<file path="config.mk">
export PLATFORM = sky130hd
export DESIGN_NAME = exsub_unit
export DESIGN_NICKNAME = d
export VERILOG_FILES = /design/src/rtl/exsub_pkg.sv /design/src/rtl/exsub_decode.sv /design/src/rtl/exsub_ext.sv /design/src/rtl/exsub_sub.sv /design/src/rtl/exsub_unit.sv
export SDC_FILE = /design/constraint.sdc
export NUM_CORES = 1
export LEC_CHECK = 0
export BUFFER_PORTS_ARGS = -buffer_cell sky130_fd_sc_hd__buf_2
export CAP_MARGIN = 0
export CELL_PAD_IN_SITES_DETAIL_PLACEMENT = 1
export CELL_PAD_IN_SITES_GLOBAL_PLACEMENT = 2
export CORE_MARGIN = 10
export CORE_UTILIZATION = 31
export CTS_BUF_LIST = sky130_fd_sc_hd__clkbuf_4
export DETAILED_ROUTE_END_ITERATION = 7
export PLACE_DENSITY_LB_ADDON = 0.1
export SLEW_MARGIN = 20
export SYNTH_ARGS = -nofsm -noshare
export SYNTH_HDL_FRONTEND = slang
export SYNTH_SLANG_ARGS = --single-unit
</file>
<file path="constraint.sdc">
create_clock -name clk -period 8.8 [get_ports clk]
set_input_delay 0.44 -clock clk [delete_from_list [all_inputs] [get_ports clk]]
set_output_delay 0.44 -clock clk [all_outputs]
set_load 0.02 [all_outputs]
</file>
<file path="src/rtl/exsub_pkg.sv">
package exsub_pkg;
  typedef enum logic [3:0] {
    OP_NONE, OP_SEXTB, OP_SEXTH, OP_ZEXTB, OP_ZEXTH,
    OP_NEG, OP_NEGB, OP_SUB, OP_SUBB, OP_SUBU
  } op_e;

  localparam logic [3:0] GRP_MOVX  = 4'b0110;
  localparam logic [3:0] GRP_ARITH = 4'b0011;

  localparam logic [3:0] FN_SEXTB = 4'b1110;
  localparam logic [3:0] FN_SEXTH = 4'b1111;
  localparam logic [3:0] FN_ZEXTB = 4'b1100;
  localparam logic [3:0] FN_ZEXTH = 4'b1101;
  localparam logic [3:0] FN_NEG   = 4'b1011;
  localparam logic [3:0] FN_NEGB  = 4'b1010;
  localparam logic [3:0] FN_SUB   = 4'b1000;
  localparam logic [3:0] FN_SUBB  = 4'b1010;
  localparam logic [3:0] FN_SUBU  = 4'b1011;

  function automatic logic op_writes_t(op_e op);
    return (op == OP_NEGB) || (op == OP_SUBB) || (op == OP_SUBU);
  endfunction

  function automatic logic op_is_negate(op_e op);
    return (op == OP_NEG) || (op == OP_NEGB);
  endfunction

  function automatic logic op_is_extend(op_e op);
    return (op == OP_SEXTB) || (op == OP_SEXTH) ||
           (op == OP_ZEXTB) || (op == OP_ZEXTH);
  endfunction
endpackage

</file>
<file path="src/rtl/exsub_decode.sv">
module exsub_decode
  import exsub_pkg::*;
#(
  parameter int ILEN = 16,
  parameter int RIDX = 4
) (
  input  logic [ILEN-1:0] opcode,
  output op_e             op,
  output logic            legal,
  output logic [RIDX-1:0] dst,
  output logic [RIDX-1:0] src
);
  localparam int GRP_LSB = ILEN - 4;
  localparam int DST_LSB = GRP_LSB - RIDX;
  localparam int SRC_LSB = DST_LSB - RIDX;

  logic [3:0] grp;
  logic [3:0] fn;

  assign grp = opcode[ILEN-1:GRP_LSB];
  assign fn  = opcode[3:0];
  assign dst = opcode[DST_LSB +: RIDX];
  assign src = opcode[SRC_LSB +: RIDX];

  always_comb begin
    op = OP_NONE;
    unique case (grp)
      GRP_MOVX: begin
        unique case (fn)
          FN_SEXTB: op = OP_SEXTB;
          FN_SEXTH: op = OP_SEXTH;
          FN_ZEXTB: op = OP_ZEXTB;
          FN_ZEXTH: op = OP_ZEXTH;
          FN_NEG:   op = OP_NEG;
          FN_NEGB:  op = OP_NEGB;
          default:  op = OP_NONE;
        endcase
      end
      GRP_ARITH: begin
        unique case (fn)
          FN_SUB:  op = OP_SUB;
          FN_SUBB: op = OP_SUBB;
          FN_SUBU: op = OP_SUBU;
          default: op = OP_NONE;
        endcase
      end
      default: op = OP_NONE;
    endcase
  end

  assign legal = (op != OP_NONE);
endmodule

</file>
<file path="src/rtl/exsub_ext.sv">
module exsub_ext #(
  parameter int XLEN   = 32,
  parameter int BYTE_W = 8,
  parameter int HALF_W = 16
) (
  input  logic [HALF_W-1:0] src,
  input  logic              wide,
  input  logic              signed_mode,
  output logic [XLEN-1:0]   y
);
  localparam int BYTE_PAD = XLEN - BYTE_W;
  localparam int HALF_PAD = XLEN - HALF_W;

  logic [XLEN-1:0] y_byte;
  logic [XLEN-1:0] y_half;
  logic            fill_b;
  logic            fill_h;

  assign fill_b = signed_mode & src[BYTE_W-1];
  assign fill_h = signed_mode & src[HALF_W-1];
  assign y_byte = {{BYTE_PAD{fill_b}}, src[BYTE_W-1:0]};
  assign y_half = {{HALF_PAD{fill_h}}, src};
  assign y      = wide ? y_half : y_byte;
endmodule

</file>
<file path="src/rtl/exsub_sub.sv">
module exsub_sub #(
  parameter int XLEN = 32
) (
  input  logic [XLEN-1:0] a,
  input  logic [XLEN-1:0] b,
  input  logic            cin,
  output logic [XLEN-1:0] diff,
  output logic            borrow,
  output logic            vflow
);
  logic [XLEN:0] wide_diff;

  assign wide_diff = {1'b0, a} - {1'b0, b} - {{XLEN{1'b0}}, cin};
  assign diff      = wide_diff[XLEN-1:0];
  assign borrow    = wide_diff[XLEN];
  assign vflow     = (a[XLEN-1] ^ b[XLEN-1]) & (diff[XLEN-1] ^ a[XLEN-1]);
endmodule

</file>
<file path="src/rtl/exsub_unit.sv">
module exsub_unit
  import exsub_pkg::*;
#(
  parameter int XLEN   = 32,
  parameter int ILEN   = 16,
  parameter int RIDX   = 4,
  parameter int BYTE_W = 8,
  parameter int HALF_W = 16
) (
  input  logic            clk,
  input  logic            rst,
  input  logic            in_valid,
  input  logic [ILEN-1:0] opcode,
  input  logic [XLEN-1:0] rn_val,
  input  logic [XLEN-1:0] rm_val,
  input  logic            t_in,
  output logic            out_valid,
  output logic [XLEN-1:0] res,
  output logic            res_we,
  output logic [RIDX-1:0] rd_idx,
  output logic [RIDX-1:0] rs_idx,
  output logic            t_out,
  output logic            t_we,
  output logic            illegal
);
  op_e             op;
  logic            legal;
  logic [RIDX-1:0] dst, src;

  exsub_decode #(.ILEN(ILEN), .RIDX(RIDX)) u_dec (
    .opcode(opcode), .op(op), .legal(legal), .dst(dst), .src(src)
  );

  logic [XLEN-1:0] ext_y;
  logic            ext_wide, ext_signed;

  assign ext_wide   = (op == OP_SEXTH) || (op == OP_ZEXTH);
  assign ext_signed = (op == OP_SEXTB) || (op == OP_SEXTH);

  exsub_ext #(.XLEN(XLEN), .BYTE_W(BYTE_W), .HALF_W(HALF_W)) u_ext (
    .src(rm_val[HALF_W-1:0]), .wide(ext_wide), .signed_mode(ext_signed),
    .y(ext_y)
  );

  logic [XLEN-1:0] sub_a, sub_y;
  logic            sub_cin, sub_borrow, sub_vflow;

  assign sub_a   = op_is_negate(op) ? '0 : rn_val;
  assign sub_cin = ((op == OP_NEGB) || (op == OP_SUBB)) ? t_in : 1'b0;

  exsub_sub #(.XLEN(XLEN)) u_sub (
    .a(sub_a), .b(rm_val), .cin(sub_cin),
    .diff(sub_y), .borrow(sub_borrow), .vflow(sub_vflow)
  );

  logic [XLEN-1:0] res_d;
  logic            t_d, twe_d;

  always_comb begin
    res_d = '0;
    if (legal) res_d = op_is_extend(op) ? ext_y : sub_y;
    twe_d = legal && op_writes_t(op);
    t_d   = t_in;
    if (op == OP_SUBU)                         t_d = sub_vflow;
    else if (op == OP_NEGB || op == OP_SUBB)   t_d = sub_borrow;
  end

  always_ff @(posedge clk) begin
    if (rst) begin
      out_valid <= 1'b0;
      res       <= '0;
      res_we    <= 1'b0;
      rd_idx    <= '0;
      rs_idx    <= '0;
      t_out     <= 1'b0;
      t_we      <= 1'b0;
      illegal   <= 1'b0;
    end else begin
      out_valid <= in_valid;
      res       <= in_valid ? res_d : '0;
      res_we    <= in_valid && legal;
      rd_idx    <= dst;
      rs_idx    <= src;
      t_out     <= t_d;
      t_we      <= in_valid && twe_d;
      illegal   <= in_valid && !legal;
    end
  end
endmodule

</file>
-- Word level (Yosys, flattened, before mapping)
Index checks and enable logic that the tools add are counted.
- bits in registers: 45
- bits in latches: 0
- memory bits (writable): 0
- memory bits (read-only): 0
- input port bits: 84
- output and inout bits: 45
- logic and storage cells: 57
- memories kept: 0
- $add $sub $neg: 2
- multipliers: 0
- divide/modulo/power cells: 0
- magnitude comparators: 0
- eq/ne operators: 17
- shift-type cells: 0
- mux-type cells: 9
- bitwise gates (word level): 7
- reductions and logical operators: 14
- operators by type and width (kind ; number):
    $mux W32 ; 3
    $eq A4 B4 Y1 const B ; 9
    $sub A32 B32 Y33 ; 1
    $sub A33 B1 Y33 ; 1
    $pmux W3 S6 ; 1
    $eq A4 B3 Y1 const B ; 4
    $eq A4 B2 Y1 const B ; 3
    $pmux W4 S3 ; 1
    $pmux W4 S2 ; 1
    $logic_or A1 B1 Y1 ; 7
    $eq A4 B1 Y1 const B ; 1
    $logic_and A1 B1 Y1 ; 4
    $reduce_bool A4 Y1 ; 1
    $and A1 B1 Y1 ; 3
    $mux W1 ; 3
    $reduce_or A3 Y1 ; 1
    $not A1 Y1 ; 2
    $xor A1 B1 Y1 ; 2
    $logic_not A1 Y1 ; 1

-- Logic depth before layout (Yosys ltp)
- depth in word-level cells: 11
- depth in mapped cells: 18
- mapped depth without buffers: 16

-- By module
Synthesis repeated with hierarchy kept, for this count alone.
- cells, all modules: 645
- area, all modules: 4969.8 um^2
- by module, submodules not included (module ; times used ; cells an instance ; area each (um^2) ; seq. area each (um^2)):
    exsub_sub ; 1 ; 353 ; 2479.9 ; 0.0
    exsub_unit ; 1 ; 217 ; 1960.6 ; 900.9
    exsub_ext ; 1 ; 43 ; 281.5 ; 0.0
    exsub_decode ; 1 ; 32 ; 247.7 ; 0.0

-- Worst setup path after synthesis
OpenSTA, ideal clock, no wires.
- kind: input to register
- from: in opcode[15]
- to: reg res[30]
- setup time: 128 ps
- arrival: 3578 ps
- data required time: 8672 ps
- path slack: 5094 ps
- cell stages on the path: 17
- buffers on the path: 1
- cells stage by stage: and3b_1 -> buf_2 -> nand2_1 -> nor4_1 -> and2_1 -> fa_1 -> inv_1 -> fa_1 -> nor3b_1 -> o21ai_1 -> a211oi_1 -> o21ai_2 -> o21ai_4 -> o221ai_2 -> a311oi_2 -> xor2_1 -> o21ai_1
- cells in the longest elaborated chain, start to end: 8
- elaborated cells between the ends (all ways): 27
- those cells by class: 2 x add/sub; 9 x eq/ne; 5 x mux; 3 x bitwise; 8 x reduce/logical
- RTL lines (item ; RTL line ; text):
    start: declaration ; exsub_unit.sv:13 ; input logic [ILEN-1:0] opcode,
    $eq A4 B2 Y1 / $eq A4 B3 Y1 (equally long branches) ; exsub_decode.sv:27 ; unique case (grp)
    $pmux W4 S2 * ; exsub_decode.sv:27 ;
    $eq A4 B3 Y1 (on tied branches) ; exsub_pkg.sv:25, exsub_unit.sv:49 ;
    $logic_or A1 B1 Y1 ; exsub_pkg.sv:25 ; return (op == OP_NEG) || (op == OP_NEGB);
    $mux W32 ; exsub_unit.sv:48 ; assign sub_a = op_is_negate(op) ? '0 : rn_val;
    $sub A32 B32 Y33 ; exsub_sub.sv:13 ; assign wide_diff = {1'b0, a} - {1'b0, b} - {{XLEN{1'b0}}, cin};
    $sub A33 B1 Y33 ; exsub_sub.sv:13 ;
    $mux W32 ; exsub_unit.sv:61 ; if (legal) res_d = op_is_extend(op) ? ext_y : sub_y;
    end signal: assignment ; exsub_unit.sv:80 ; res <= in_valid ? res_d : '0;
    end: declaration ; exsub_unit.sv:18 ; output logic [XLEN-1:0] res,
Every way passes the cells marked *; elsewhere a longest branch is shown, timed or not.
A chain may end at the register's enable or synchronous reset.

-- Final worst setup path
Ends and elaborated chain as after synthesis.

==> results.md <==
* Dominant cells by area after synthesis: dfxtp_1, ha_1, inv_1
* Crit path launch type: input pin
* Reg clk slew, reported paths at 0.14 ns
* Post-synthesis register bit count at 45
* PostCTS Resize Cnt at 0
* RSZ-0062 raised after global routing: no
* Critical Path Sink Type: register
* Worst vdd ir at roughly 0.044 mV
* Ports at 129
* Peak fanout along the critical path at 4
* Seq/Total Area, Yosys at approximately a quarter
* Slew HR at between 40% and 50%
* Grt total ovfl at 0
* Initial antenna violation count at 1
* CP max-delay cell: nor4_1
* Post-synth net total at roughly 650
* Post-Layout Inst Area at 4720 sq um
* Post-CTS Hold Buffers at 0
* Layout filler cell count at about 1600
* Crit path DAT at between 4 and 5 ns
* Main combinational cell family by area after synthesis: compound AO/OA/AOI/OAI gates
* Ys flop type: dfxtp_1
* Synth unique cells at 58
* Hold WC Path Type: in2reg
* Critical path cell sequence: buf_2, and3b_1, nand2_1, nor4_1, and2_1, fa_1, inv_1, fa_1, nor3b_1, o21ai_1, a211oi_1, o21ai_2, o21ai_4, o221ai_2, a311oi_2, xor2_1, o21ai_1
* Nets at 766
* Overall routing resource usage at 14.6%
* # port buffers at 128
* Share of cells above drive strength 1 at a little under a quarter
* Largest net degree at the start of global routing at 35
* Drt wl/cell at 16.4 um
* Clock H-tree levels at 2
* Vias in the first global route at around 4300
* Max Fclk at 252 MHz
* Tcrit/Tclk final at roughly 45%
* Power per cell area at around 130 nW/um^2
* # Max-Cap Violations at 0
* Worst Tran Pin Value at around 0.88 ns
* DRC at 0
* Total Power at about 600 uW
* Final-report max-slew violation count at 0
* DP Wirelength at ~11 mm
* Adder-cell share of the synthesized area at about a fifth
* Period minus WS final at 3.97 ns
* CTS max path bufs at 2
* Placed instance area at roughly 4700 sq um
* Synth Area in Compound Gates at a little under a quarter
* Number of synthesized flops with an enable pin at 0
* Status: finished, final reports clean
* Count of final setup violators at 0
* Die area at 17300 sq um
* Top-count cell post-synth: inv_1
* Placement Rows at 40
* First-pass GRT wire length at about 21 mm
* DRT Wirelength at 12.9 mm
* Inst Count DP at about 800
* Commonest cells in the netlist: inv_1, nand2_1, ha_1
* 1st-iter DRT viols at slightly below 200
* Ys async rst share at 0%
* Yosys top cell area share at 23.4%
* DR vias/cell at 4.95
* Area Overhead vs Synth at 22.3%
* CP peak stage delay at about 0.59 ns
* Post-Layout Cell Count at a little under 800
* Clock Sinks at 45
* Endpoints failing hold at 0
* Root cell of the clock tree: clkbuf_4
* Synth Instances at between 400 and 500
* TNS Setup at 0 ns
* Min Hold Slack at around 0.26 ns
* Die Y at 132 um
* Crit Path Category: in2reg
* Post-CTS Setup Inserts at 0
* TritonCTS clock tree: built
* Synth area leader: dfxtp_1
* Via count at 3912
* Synth Area in Simple Gates at 17.6%
* Worst path required time at 9.07 ns
* Multiplexer area fraction after synthesis at less than 1%
* Warnings from Yosys at 0
* Routability cong. at between 0.8 and 0.9
* Synth Cell Area at ~3900 sq um
* Initial core utilization at a little under a third
* DRT antenna net count at 0
* Num CTS Buffers at 5
* Pre-antenna DRT Iters at 4
* Placeable Area at about 12000 sq um
* Avg Inst Size Synth at approximately 7.7 sq um
* Post-Synth XOR/XNOR Area at slightly below 7%
* Die extent in x at 132 um
* Leakage dissipation at 0.00250 uW
-- where the power goes --
group	switching (uW)	internal, uW
sequential	0.906	208
clock	75.6	29.1
combinational	169	124
-- critical path: cells and delay by family --
| kind | cells | cell delay (ns) |
|---|---|---|
| AO/OA/AOI/OAI | 7 | 1.42 |
| AND/OR/NAND/NOR | 5 | 1.45 |
| XOR/XNOR | 1 | 0.16 |
| adder cells (fa/ha/maj) | 2 | 0.61 |
| buffers and inverters | 2 | 0.16 |
-- layer usage --
metal | GRT usage (%) | vias up | share of wire [%]
met5 | 0 | - | 0
met4 | 3.34 | 0 | 0.93
met3 | 2.13 | 7 | 4.5
met2 | 23.3 | 111 | 44
met1 | 20.1 | 1838 | 51
li1 | - | 1956 | -
-- cell families (layout without fill, tap and decap cells) --
family                     Yosys count  after routing
DFF                                 45             45
buffers and inverters               87            209
and+or+nand+nor                    140            140
muxes                                1              1
other                                0              1
AOI/OAI and AO/OA                  134            134
adders and majority gates           62             62
xor gates and xnor gates            30             30
-- stage by stage --
| stage | setup slack (ns) | util, % |
|---|---|---|
| 2_1_floorplan | 5.09 | - |
| 3_3_place_gp | 4.66 | 38.5 |
| 3_5_place_dp | 4.55 | 38.5 |
| 4_1_cts | 4.96 | 38.9 |
| 5_1_grt | 4.56 | 38.9 |
| 6_report | 4.83 | 38.9 |
-- cell usage in the layout (no fill, tap or decap), drive strengths merged, types with 2 or more instances in the layout --
cell	synthesis	layout
a211oi	5	5
a21o	12	12
a21oi	45	45
a221oi	4	4
a22oi	2	2
a311oi	3	3
a31oi	10	10
and2	4	4
and3	6	6
buf	3	130
clkbuf	13	5
clkinv	0	3
dfxtp	45	45
fa	2	2
ha	60	60
inv	71	71
nand2	61	61
nand2b	6	6
nand3	11	11
nand4	7	7
nor2	18	18
nor2b	14	14
nor3	3	3
o211ai	3	3
o21ai	30	30
o21bai	5	5
o221ai	2	2
o31ai	2	2
or3	3	3
xnor2	15	15
xor2	15	15
-- final cells by class --
class / count / area [sq um] / share of cell area (%)
multi-input combinational: 367 / 2630 / 55.8
sequential: 45 / 901 / 19.1
timing repair buffer: 130 / 656 / 13.9
inverter: 71 / 267 / 5.65
tap: 168 / 210 / 4.46
clock buffer: 5 / 37.5 / 0.796
clock inverter: 3 / 12.5 / 0.265
antenna: 1 / 2.50 / 0.0531
-- registers in the layout, indices dropped and copies added (netlist names) --
signal and flops:
res_we 1, t_out 1, t_we 1, illegal 1
rd_idx 4, res 32, rs_idx 4, out_valid 1
-- worst paths after layout --
kind,cells after the start,startpoint,slack (ns),to
max,17,opcode[15],4.83,res[30]
min,2,opcode[11],0.26,rd_idx[3]
Note: power is estimated with default switching activity, not from simulation.
